### config.mk
export PLATFORM = sky130hd
export DESIGN_NAME = spi_master_ctrl
export DESIGN_NICKNAME = d
export VERILOG_FILES = /design/src/rtl/spim_pkg.sv /design/src/rtl/spim_fifo.sv /design/src/rtl/spim_clkdiv.sv /design/src/rtl/spim_shifter.sv /design/src/rtl/spi_master_ctrl.sv
export SDC_FILE = /design/constraint.sdc
export NUM_CORES = 1
export LEC_CHECK = 0
export BUFFER_PORTS_ARGS = -buffer_cell sky130_fd_sc_hd__buf_2
export CORE_ASPECT_RATIO = 1.1
export CORE_MARGIN = 1.5
export CORE_UTILIZATION = 60
export DETAILED_ROUTE_END_ITERATION = 10
export PLACE_DENSITY = 0.77
export SKIP_CTS_REPAIR_TIMING = 1
export SYNTH_ARGS = -nofsm -noshare
export SYNTH_HDL_FRONTEND = slang
export SYNTH_SLANG_ARGS = --single-unit
### constraint.sdc
create_clock -name clk -period 4.02 [get_ports clk]
set_input_delay 0.804 -clock clk [delete_from_list [all_inputs] [get_ports clk]]
set_output_delay 0.804 -clock clk [all_outputs]
set_load 0.05 [all_outputs]
### src/rtl/spim_pkg.sv
package spim_pkg;
  localparam int DATA_W = 16;
  localparam logic [3:0] A_CTRL0 = 4'd0;
  localparam logic [3:0] A_CTRL1 = 4'd1;
  localparam logic [3:0] A_DATA  = 4'd2;
  localparam logic [3:0] A_STAT  = 4'd3;
  localparam logic [3:0] A_PSC   = 4'd4;
  localparam logic [3:0] A_MASK  = 4'd5;
  localparam logic [3:0] A_RAW   = 4'd6;
  localparam logic [3:0] A_MIS   = 4'd7;
  localparam logic [3:0] A_CLR   = 4'd8;
endpackage

### src/rtl/spim_fifo.sv
module spim_fifo #(
  parameter int W = 16,
  parameter int DEPTH = 8,
  localparam int AW = $clog2(DEPTH),
  localparam int CW = AW + 1
) (
  input  logic          clk,
  input  logic          rst,
  input  logic          push,
  input  logic [W-1:0]  wdata,
  input  logic          pop,
  output logic [W-1:0]  rdata,
  output logic [CW-1:0] count,
  output logic          full,
  output logic          empty
);
  logic [W-1:0] mem [DEPTH];
  logic [AW-1:0] wp, rp;
  logic do_push, do_pop;

  assign full    = (count == CW'(DEPTH));
  assign empty   = (count == '0);
  assign do_push = push && !full;
  assign do_pop  = pop && !empty;
  assign rdata   = mem[rp];

  always_ff @(posedge clk) begin
    if (do_push) mem[wp] <= wdata;
  end

  always_ff @(posedge clk) begin
    if (rst) begin
      wp <= '0;
      rp <= '0;
      count <= '0;
    end else begin
      if (do_push) wp <= (wp == AW'(DEPTH - 1)) ? '0 : wp + 1'b1;
      if (do_pop)  rp <= (rp == AW'(DEPTH - 1)) ? '0 : rp + 1'b1;
      count <= count + CW'(do_push) - CW'(do_pop);
    end
  end

  assert_count_bound_R6: assert property (@(posedge clk) disable iff (rst)
    count <= CW'(DEPTH));
  assert_full_drop_R7: assert property (@(posedge clk) disable iff (rst)
    (full && push && !pop) |=> (count == $past(count)));
endmodule

### src/rtl/spim_clkdiv.sv
module spim_clkdiv #(
  parameter int PSC_W = 8,
  parameter int RATE_W = 8
) (
  input  logic              clk,
  input  logic              rst,
  input  logic              run,
  input  logic [PSC_W-1:0]  psc,
  input  logic [RATE_W-1:0] rate,
  output logic              half_tick
);
  localparam int HW = PSC_W - 1;
  logic [HW-1:0] half, p_lim, p_cnt;
  logic [RATE_W-1:0] s_cnt;

  assign half  = (psc[PSC_W-1:1] == '0) ? HW'(1) : psc[PSC_W-1:1];
  assign p_lim = half - 1'b1;
  assign half_tick = run && (p_cnt == p_lim) && (s_cnt == rate);

  always_ff @(posedge clk) begin
    if (rst || !run) begin
      p_cnt <= '0;
      s_cnt <= '0;
    end else if (p_cnt == p_lim) begin
      p_cnt <= '0;
      s_cnt <= (s_cnt == rate) ? '0 : s_cnt + 1'b1;
    end else begin
      p_cnt <= p_cnt + 1'b1;
    end
  end

  assert_tick_spacing_R2: assert property (@(posedge clk) disable iff (rst)
    (half_tick && psc >= PSC_W'(4)) |=> (!half_tick || psc != $past(psc)));
endmodule

### src/rtl/spim_shifter.sv
module spim_shifter #(
  parameter int W = 16,
  localparam int NW = $clog2(W),
  localparam int HW = NW + 1
) (
  input  logic          clk,
  input  logic          rst,
  input  logic          en,
  input  logic          cpol,
  input  logic          cpha,
  input  logic          loop,
  input  logic [NW-1:0] width_m1,
  input  logic          tx_empty,
  input  logic [W-1:0]  tx_data,
  output logic          tx_pop,
  input  logic          miso,
  input  logic          half_tick,
  output logic          active,
  output logic          rx_push,
  output logic [W-1:0]  rx_data,
  output logic          sclk,
  output logic          mosi
);
  logic [NW-1:0] nb;
  logic [HW-1:0] h, last;
  logic [W-1:0] shreg, rxs, rx_next, rmask;
  logic sclk_ph, lead, do_smp, do_shf, rx_bit;

  assign nb      = (width_m1 < NW'(3)) ? NW'(3) : width_m1;
  assign last    = {nb, 1'b1};
  assign rmask   = {W{1'b1}} >> (NW'(W - 1) - nb);
  assign tx_pop  = !active && en && !tx_empty;
  assign lead    = !h[0];
  assign do_smp  = cpha ? !lead : lead;
  assign do_shf  = cpha ? (lead && h != '0) : !lead;
  assign rx_bit  = loop ? shreg[W-1] : miso;
  assign rx_next = {rxs[W-2:0], rx_bit};
  assign sclk    = active ? (sclk_ph ^ cpol) : cpol;
  assign mosi    = loop ? 1'b0 : shreg[W-1];

  always_ff @(posedge clk) begin
    if (rst) begin
      active <= 1'b0;
      h <= '0;
      sclk_ph <= 1'b0;
      shreg <= '0;
      rxs <= '0;
      rx_push <= 1'b0;
      rx_data <= '0;
    end else begin
      rx_push <= 1'b0;
      if (tx_pop) begin
        active <= 1'b1;
        h <= '0;
        sclk_ph <= 1'b0;
        shreg <= tx_data << (NW'(W - 1) - nb);
        rxs <= '0;
      end else if (active && half_tick) begin
        sclk_ph <= ~sclk_ph;
        if (do_smp) rxs <= rx_next;
        if (do_shf) shreg <= shreg << 1;
        if (h == last) begin
          active <= 1'b0;
          rx_push <= 1'b1;
          rx_data <= (do_smp ? rx_next : rxs) & rmask;
        end else begin
          h <= h + 1'b1;
        end
      end
    end
  end

  assert_push_after_frame_R3: assert property (@(posedge clk) disable iff (rst)
    rx_push |-> ($past(active) && !active));
  assert_start_on_pop_R10: assert property (@(posedge clk) disable iff (rst)
    tx_pop |=> active);
endmodule

### src/rtl/spi_master_ctrl.sv
module spi_master_ctrl
  import spim_pkg::*;
#(
  parameter int DEPTH = 8,
  parameter int TX_LVL = 4,
  parameter int RX_LVL = 4,
  parameter int TMO_CYC = 32,
  localparam int CW = $clog2(DEPTH) + 1,
  localparam int TW = $clog2(TMO_CYC + 1)
) (
  input  logic        clk,
  input  logic        rst,
  input  logic        bus_sel,
  input  logic        bus_wr,
  input  logic [3:0]  bus_addr,
  input  logic [15:0] bus_wdata,
  output logic [15:0] bus_rdata,
  output logic        sclk,
  output logic        mosi,
  input  logic        miso,
  output logic        cs_n,
  output logic        irq
);
  logic [15:0] ctrl0;
  logic [4:0]  ctrl1;
  logic [7:0]  psc;
  logic [3:0]  imask, raw, mis;
  logic        ovr_f, tmo_f;
  logic [TW-1:0] tmr;
  logic wr_hit, rd_hit, tx_push, rx_pop;
  logic tx_pop, tx_full, tx_empty, rx_push, rx_full, rx_empty, active, half_tick, busy;
  logic [CW-1:0] tx_cnt, rx_cnt;
  logic [DATA_W-1:0] tx_head, rx_head, rx_frame;
  logic [4:0] status;

  assign wr_hit  = bus_sel && bus_wr;
  assign rd_hit  = bus_sel && !bus_wr;
  assign tx_push = wr_hit && bus_addr == A_DATA;
  assign rx_pop  = rd_hit && bus_addr == A_DATA;
  assign busy    = active || (ctrl1[1] && !tx_empty);
  assign status  = {busy, !rx_full, !rx_empty, !tx_full, tx_empty};
  assign raw     = {tx_cnt <= CW'(TX_LVL), rx_cnt >= CW'(RX_LVL), tmo_f, ovr_f};
  assign mis     = raw & imask;

  spim_fifo #(.W(DATA_W), .DEPTH(DEPTH)) u_txq (
    .clk(clk), .rst(rst), .push(tx_push), .wdata(bus_wdata), .pop(tx_pop),
    .rdata(tx_head), .count(tx_cnt), .full(tx_full), .empty(tx_empty));

  spim_fifo #(.W(DATA_W), .DEPTH(DEPTH)) u_rxq (
    .clk(clk), .rst(rst), .push(rx_push), .wdata(rx_frame), .pop(rx_pop),
    .rdata(rx_head), .count(rx_cnt), .full(rx_full), .empty(rx_empty));

  spim_clkdiv #(.PSC_W(8), .RATE_W(8)) u_div (
    .clk(clk), .rst(rst), .run(active), .psc(psc), .rate(ctrl0[15:8]),
    .half_tick(half_tick));

  spim_shifter #(.W(DATA_W)) u_eng (
    .clk(clk), .rst(rst), .en(ctrl1[1]), .cpol(ctrl0[6]), .cpha(ctrl0[7]),
    .loop(ctrl1[0]), .width_m1(ctrl0[3:0]), .tx_empty(tx_empty), .tx_data(tx_head),
    .tx_pop(tx_pop), .miso(miso), .half_tick(half_tick), .active(active),
    .rx_push(rx_push), .rx_data(rx_frame), .sclk(sclk), .mosi(mosi));

  always_ff @(posedge clk) begin
    if (rst) begin
      ctrl0 <= '0;
      ctrl1 <= 5'h10;
      psc   <= 8'd2;
      imask <= '0;
      cs_n  <= 1'b1;
    end else begin
      cs_n <= ctrl1[4];
      if (wr_hit) begin
        case (bus_addr)
          A_CTRL0: ctrl0 <= bus_wdata;
          A_CTRL1: ctrl1 <= bus_wdata[4:0];
          A_PSC:   psc   <= bus_wdata[7:0];
          A_MASK:  imask <= bus_wdata[3:0];
          default: ;
        endcase
      end
    end
  end

  always_ff @(posedge clk) begin
    if (rst) begin
      tmr <= '0;
      tmo_f <= 1'b0;
      ovr_f <= 1'b0;
      irq <= 1'b0;
    end else begin
      irq <= |mis;
      if (rx_empty || rx_pop || rx_push) tmr <= '0;
      else if (tmr != TW'(TMO_CYC)) tmr <= tmr + 1'b1;
      if (wr_hit && bus_addr == A_CLR && bus_wdata[1]) tmo_f <= 1'b0;
      if (wr_hit && bus_addr == A_CLR && bus_wdata[0]) ovr_f <= 1'b0;
      if (!rx_empty && !rx_pop && !rx_push && tmr == TW'(TMO_CYC - 1)) tmo_f <= 1'b1;
      if (rx_push && rx_full) ovr_f <= 1'b1;
    end
  end

  always_ff @(posedge clk) begin
    if (rst) bus_rdata <= '0;
    else if (rd_hit) begin
      case (bus_addr)
        A_CTRL0: bus_rdata <= ctrl0;
        A_CTRL1: bus_rdata <= {11'd0, ctrl1};
        A_DATA:  bus_rdata <= rx_empty ? '0 : rx_head;
        A_STAT:  bus_rdata <= {11'd0, status};
        A_PSC:   bus_rdata <= {8'd0, psc};
        A_MASK:  bus_rdata <= {12'd0, imask};
        A_RAW:   bus_rdata <= {12'd0, raw};
        A_MIS:   bus_rdata <= {12'd0, mis};
        default: bus_rdata <= '0;
      endcase
    end
  end

  assert_irq_masked_R8: assert property (@(posedge clk) disable iff (rst)
    irq |-> ($past(raw & imask) != 4'd0));
  assert_timeout_cause_R9: assert property (@(posedge clk) disable iff (rst)
    $rose(tmo_f) |-> $past(!rx_empty));
  assert_overrun_cause_R7: assert property (@(posedge clk) disable iff (rst)
    $rose(ovr_f) |-> $past(rx_full));
endmodule

# Word level (Yosys, flattened, before mapping)
# Memory sizes are Yosys's and may differ from the RTL's. A register that Yosys moved wholly into a read port is not among the register bits.
# Cells that the tools add are included.
[classes] n_addsub=14 order_cmp=3 n_eq_ne=19 shifts=2 mux=34 bitwise_logic=7 reduce_logical=58
[op_table] cell="one-hot mux 16 bit (8 select lines)" n=1
[op_table] cell="two-way mux 16 bit" n=5
[op_table] cell="two-way mux 3 bit" n=8
[op_table] cell="logical AND 1 bit" n=22
[op_table] cell="two-way mux 1 bit" n=17
[op_table] cell="AND 16 bit" n=1
[op_table] cell="equality test 4 x 3 -> 1 bit (second input constant)" n=4
[op_table] cell="<< shifter 16 x 4 -> 16 bit" n=1
[op_table] cell="right shift 16 x 4 -> 16 bit (first input constant)" n=1
[op_table] cell="AND reduction 2 bit" n=7
[op_table] cell="adder 3 x 1 -> 3 bit (second input constant)" n=4
[op_table] cell="equality test 3 bit (second input constant)" n=4
[op_table] cell="equality test 4 bit (second input constant)" n=3
[op_table] cell="logical NOT 4 bit" n=3
[op_table] cell="nonzero test 2 bit" n=5
[op_table] cell="logical NOT 1 bit" n=9
[op_table] cell="adder 4 x 1 -> 4 bit" n=2
[op_table] cell="adder 8 x 1 -> 8 bit (second input constant)" n=1
[op_table] cell="equality test 4 x 2 -> 1 bit (second input constant)" n=2
[op_table] cell="equality test 8 bit" n=1
[op_table] cell="two-way mux 8 bit" n=1
[op_table] cell="subtractor 4 x 1 -> 4 bit" n=2
[op_table] cell="adder 7 x 1 -> 7 bit (second input constant)" n=1
[op_table] cell="equality test 7 bit" n=1
[op_table] cell="other kinds (23)" n=31
[totals] ff_bits=150 mem_bits_rw=256 in_bits=25 out_inout_bits=20 mem_count=2
[mem_list] memory="u_rxq.mem" depth=8 width=16 read_ports=1 rd_ports_with_merged_regs=1 write_ports=1 line_no="spim_fifo.sv:17" text="logic [W-1:0] mem [DEPTH];"
[mem_list] memory="u_txq.mem" depth=8 width=16 read_ports=1 rd_ports_with_merged_regs=1 write_ports=1 line_no="spim_fifo.sv:17"

# Longest topological paths before layout
[logic_depth] ltp_word=9 depth_mapped=14 ltp_nobuf=13

# Modules after synthesis
# From an unflattened synthesis, not the netlist that was laid out.
[hier_totals] hier_cells=1410 area_unflattened_um2=18347.6
[by_module_without_submodules] mod="spim_fifo" instances=2 cells_each=265 area_per_inst_um2=5594.1 seq_area_each_um2=4103.9
[by_module_without_submodules] mod="spim_shifter" instances=1 cells_each=435 area_per_inst_um2=3445.8 seq_area_each_um2=1121.1
[by_module_without_submodules] mod="spi_master_ctrl" instances=1 cells_each=317 area_per_inst_um2=2672.6 seq_area_each_um2=1181.1
[by_module_without_submodules] mod="spim_clkdiv" instances=1 cells_each=128 area_per_inst_um2=1041.0 seq_area_each_um2=300.3

# Least setup slack after synthesis
# Ideal clock, no wire load.
[synth_timing] path_type="input-to-reg" from="input bus_addr[3]" to="memory u_txq.mem[0][0], enable pin" setup_ns=0.430 t_arrival_ns=3.172 t_required_ns=3.590 path_slack_ns=0.417 path_stages=5 path_buffers=1 path_cell_list="clkbuf_1 -> nor2_1 -> and3_1 -> nand2_1 -> nor4_1"
[synth_between] elab_chain_cells=5
[synth_lines] item="start, declared" line_no="spi_master_ctrl.sv:15" text="input logic [3:0] bus_addr,"
[synth_lines] item="equality test 4 x 2 -> 1 bit" line_no="spi_master_ctrl.sv:38" text="assign tx_push = wr_hit && bus_addr == A_DATA;"
[synth_lines] item="logical AND 1 bit" line_no="spi_master_ctrl.sv:38"
[synth_lines] item="logical AND 1 bit" line_no="spim_fifo.sv:23" text="assign do_push = push && !full;"
[synth_lines] item="two-way mux 1 bit" line_no="spim_fifo.sv:28" text="if (do_push) mem[wp] <= wdata;"
[synth_lines] item="two-way mux 1 bit (not written as such)" line_no="spim_fifo.sv:28"
[synth_lines] item="end, declared" line_no="spim_fifo.sv:17"
# Every way passes these cells.

# Final worst setup path
[layout_timing] from="register psc[3]" to="register u_eng.shreg[13]"
[layout_between] elab_chain_cells=9
[layout_lines] item="start, declared" line_no="spi_master_ctrl.sv:26" text="logic [7:0] psc;"
[layout_lines] item="start signal, assigned" line_no="spi_master_ctrl.sv:76" text="A_PSC: psc <= bus_wdata[7:0];"
[layout_lines] item="logical NOT 7 bit" line_no="spim_clkdiv.sv:16" text="assign half = (psc[PSC_W-1:1] == '0) ? HW'(1) : psc[PSC_W-1:1];"
[layout_lines] item="two-way mux 7 bit (*)" line_no="spim_clkdiv.sv:16"
[layout_lines] item="subtractor 7 x 1 -> 7 bit (*)" line_no="spim_clkdiv.sv:17" text="assign p_lim = half - 1'b1;"
[layout_lines] item="equality test 7 bit (*)" line_no="spim_clkdiv.sv:18" text="assign half_tick = run && (p_cnt == p_lim) && (s_cnt == rate);"
[layout_lines] item="logical AND 1 bit (*) (2 in a row)" line_no="spim_clkdiv.sv:18"
[layout_lines] item="logical AND 1 bit (*)" line_no="spim_shifter.sv:58" text="end else if (active && half_tick) begin"
[layout_lines] item="nonzero test 2 bit (no source line) (*)"
[layout_lines] item="AND reduction 2 bit (no source line) (*)"
[layout_lines] item="end signal, assigned" line_no="spim_shifter.sv:56" text="shreg <= tx_data << (NW'(W - 1) - nb);"
[layout_lines] item="end signal, assigned" line_no="spim_shifter.sv:61" text="if (do_shf) shreg <= shreg << 1;"
[layout_lines] item="end, declared" line_no="spim_shifter.sv:26" text="logic [W-1:0] shreg, rxs, rx_next, rmask;"
# Mark *: on every way between the ends. The rest lies on a longest branch, timed or not.
# A chain may end at the register's enable or synchronous reset.

==> results.sh <==
export IMPL_status="finished with violations"
export IMPL_violations="DRC"
export IMPL_reg2reg_from="psc[3]"
export IMPL_fin_skew_ps=25.8
export IMPL_grt_ovfl_total=0
export IMPL_grt_pass1_vias=11235
export IMPL_drv_slew=0
export IMPL_viasPerCell=6.19
export IMPL_power_density_nw_per_um2=427
export IMPL_post_dp_hpwl_um=26400
export IMPL_worst_ep_required_time_ps=4430
export IMPL_multi_input_area_sq_um=6500
export IMPL_p_sw_mw=1.79
export IMPL_die_x_um=167
export IMPL_vias=11172
export IMPL_synth_flop_cell="edfxtp_1"
export IMPL_layout_common_cells="edfxtp_1 (256), dfxtp_1 (154), nor2_1 (130)"
export IMPL_syn_avg_cell_area_sq_um=13.2
export IMPL_antenna_found_initial=1
export IMPL_grt_max_degree=57
export IMPL_tightest_slew_ps=900
export IMPL_rows=65
export IMPL_antenna_cells=0
export IMPL_insertion_delay_ps=550
export IMPL_postRouteAntennaNets=0
export IMPL_drc_errors=3
export IMPL_synthToLayoutAreaGrowth_pct=12.3
export IMPL_critPathLaunch="psc[3]"
export IMPL_dpl_instance_area_sq_um=18500
export IMPL_cts_max_path_buffers=3
export IMPL_final_area_sq_um=19900
export IMPL_nets=1461
export IMPL_ioPinCount=45
export IMPL_maxCapViolCount=0
export IMPL_netlist_instances=1341
export IMPL_cts_clk_slew_worst_paths_ps=60
export IMPL_drive_gt1_share_pct=18.3
export IMPL_power_leakage_nw=6.87
export IMPL_internal_power_mw=6.69
export IMPL_cp_max_fo=8
export IMPL_hold_path_startpoint="ctrl0[4]"
export IMPL_finalSetupViolations=0
export IMPL_final_min_clock_period_ps=3630
export IMPL_worst_setup_path_end_kind="flip-flop"
export IMPL_reg2regPathDepth=10
export IMPL_wl_per_cell_um=21.9
export IMPL_yosys_warnings=0
export IMPL_rsz0062_at_grt="no"
export IMPL_critPathKind="reg2reg"
export IMPL_grtUsageTotal_pct=26.6
export IMPL_seqCellArea_sq_um=10800
export IMPL_cts_buffers=42
export IMPL_finalHoldViolCount=0
export IMPL_final_common_cell="edfxtp_1"
export IMPL_grt_pass1_wl_um=62100
export IMPL_fill_cells=2026
export IMPL_core_area_sq_um=28900
export IMPL_design_die_area_sq_um=30500
export IMPL_cp_start_kind="flip-flop"
export IMPL_die_y_um=183
export IMPL_clkPwrFrac_pct=44.8
export IMPL_wl_um=39600
export IMPL_clock_fmax_mhz=276
export IMPL_ys_seq_elements=412
export IMPL_dr_pass1_iters=9
export IMPL_combPwrFrac_pct=2.4
export IMPL_vdd_drop_max_uv=466
export IMPL_portBuffers=44
export IMPL_hold_class="reg2reg"
export IMPL_whs_path_depth=2
export IMPL_start_util_pct=61.2
export IMPL_synth_net_count=1397
export IMPL_switching_share_pct=21.1
export IMPL_seqPwrFrac_pct=52.8
export IMPL_seq_area_frac_synth_pct=61.2
export IMPL_cts_sinks=412
export IMPL_tns_ps=0
export IMPL_cts_tree="yes"
export IMPL_cts_root_buf="clkbuf_16"
export IMPL_gp_congestion=0.892
export IMPL_synth_edf_count=256
export IMPL_fin_crit_sh_pct=90.3
export IMPL_drt_iter0_markers=1031
export IMPL_yosysUniqueCellTypes=63
export IMPL_relSlewSlack_pct=39.9
export IMPL_async_flop_share_pct=0
export IMPL_htreeDepth=2
export IMPL_syn_area_sq_um=17700
export IMPL_worstPathArrival_ps=4040
-- kinds of logic after synthesis --
family | count (synthesis) | synth area share, %
xor gates and xnor gates | 44 | 2.18
and+or+nand+nor | 379 | 9.82
AOI/OAI and AO/OA | 180 | 6.67
buffers and inverters | 109 | 2.36
adders and majority gates | 31 | 2.28
DFF | 412 | 61.2
muxes | 186 | 15.5
-- registers in the layout, summed over array words and instances, names as in the netlist, 7 cells and up, named ones only --
| signal | cells |
|---|---|
| u_div.p_cnt | 7 |
| u_eng.rxs | 16 |
| ctrl0 | 16 |
| bus_rdata | 16 |
| u_eng.rx_data | 16 |
| u_div.s_cnt | 8 |
| u_eng.shreg | 16 |
| u_txq.mem | 128 |
| psc | 8 |
| u_rxq.mem | 128 |
-- through the flow --
step / hold WS (ps) / utilization [%] / setup slack (ps) / total power, mW / cells
floorplan: 434 / - / 417 / 4.69 / 1341
global placement: 441 / 64.1 / 524 / 4.77 / 1729
detailed placement: 447 / 64.1 / 403 / 4.77 / 1729
CTS: 466 / 68.8 / 390 / 8.52 / 1806
global route: 497 / 68.8 / 92.1 / 8.72 / 1806
finish: 471 / 68.8 / 391 / 8.48 / 1806
-- worst max-delay path: stages (launching register included) --
cell and delay [ps]:
dfxtp_1 370, nor4_1 570, a21oi_1 190, ha_1 320, o21ba_2 220, a22oi_1 170
o32ai_1 130, nor4_4 530, nand4_2 360, mux2i_1 200, a2111oi_0 440
-- power by group through the flow --
stage | clock network [mW] | logic (mW) | registers [mW]
2_1_floorplan | 0 | 0.0853 | 4.60
3_3_place_gp | 0 | 0.198 | 4.57
3_5_place_dp | 0 | 0.200 | 4.57
4_1_cts | 3.84 | 0.201 | 4.48
5_1_grt | 4.02 | 0.217 | 4.48
6_report | 3.80 | 0.203 | 4.48
-- worst paths after layout --
path,end,slack [ps]
max,u_eng.shreg[13],390
min,ctrl0[4],470
max reg2reg,u_eng.shreg[13],390
min reg2reg,ctrl0[4],470
-- synthesized netlist by cell type (all sizes together) (9+ instances only) --
cell | count | area (sq um)
inv | 31 | 116
nand2 | 126 | 473
mux2i | 109 | 1090
buf | 19 | 80.1
ha | 29 | 363
nor2 | 130 | 488
nand3 | 18 | 90.1
o21ai | 27 | 135
nand2b | 12 | 75.1
o211ai | 11 | 82.6
xnor2 | 28 | 245
a211oi | 13 | 97.6
xor2 | 16 | 140
nor3 | 32 | 160
nor2b | 10 | 62.6
a21oi | 60 | 300
o22ai | 13 | 81.3
nand4 | 9 | 62.6
dfxtp | 156 | 3120
mux4 | 70 | 1580
clkbuf | 55 | 206
edfxtp | 256 | 7690
-- per-layer routing --
| metal | part of all wire [%] | GRT usage, % |
|---|---|---|
| met4 | 4.7 | 13.3 |
| met5 | 0.025 | 0 |
| met2 | 49 | 45.2 |
| met3 | 6.1 | 4.29 |
| met1 | 40 | 33.5 |
-- final cells by class --
cell class                      instances  share of cell area (%)
Timing Repair Buffer                   94                    3.01
Inverter                               35                   0.662
Clock inverter                         28                    1.28
Multi-Input combinational cell        820                    32.8
Clock buffer                           49                    5.53
Tap cell                              368                    2.32
Sequential cell                       412                    54.4
Power figures use the tool's default switching activity.
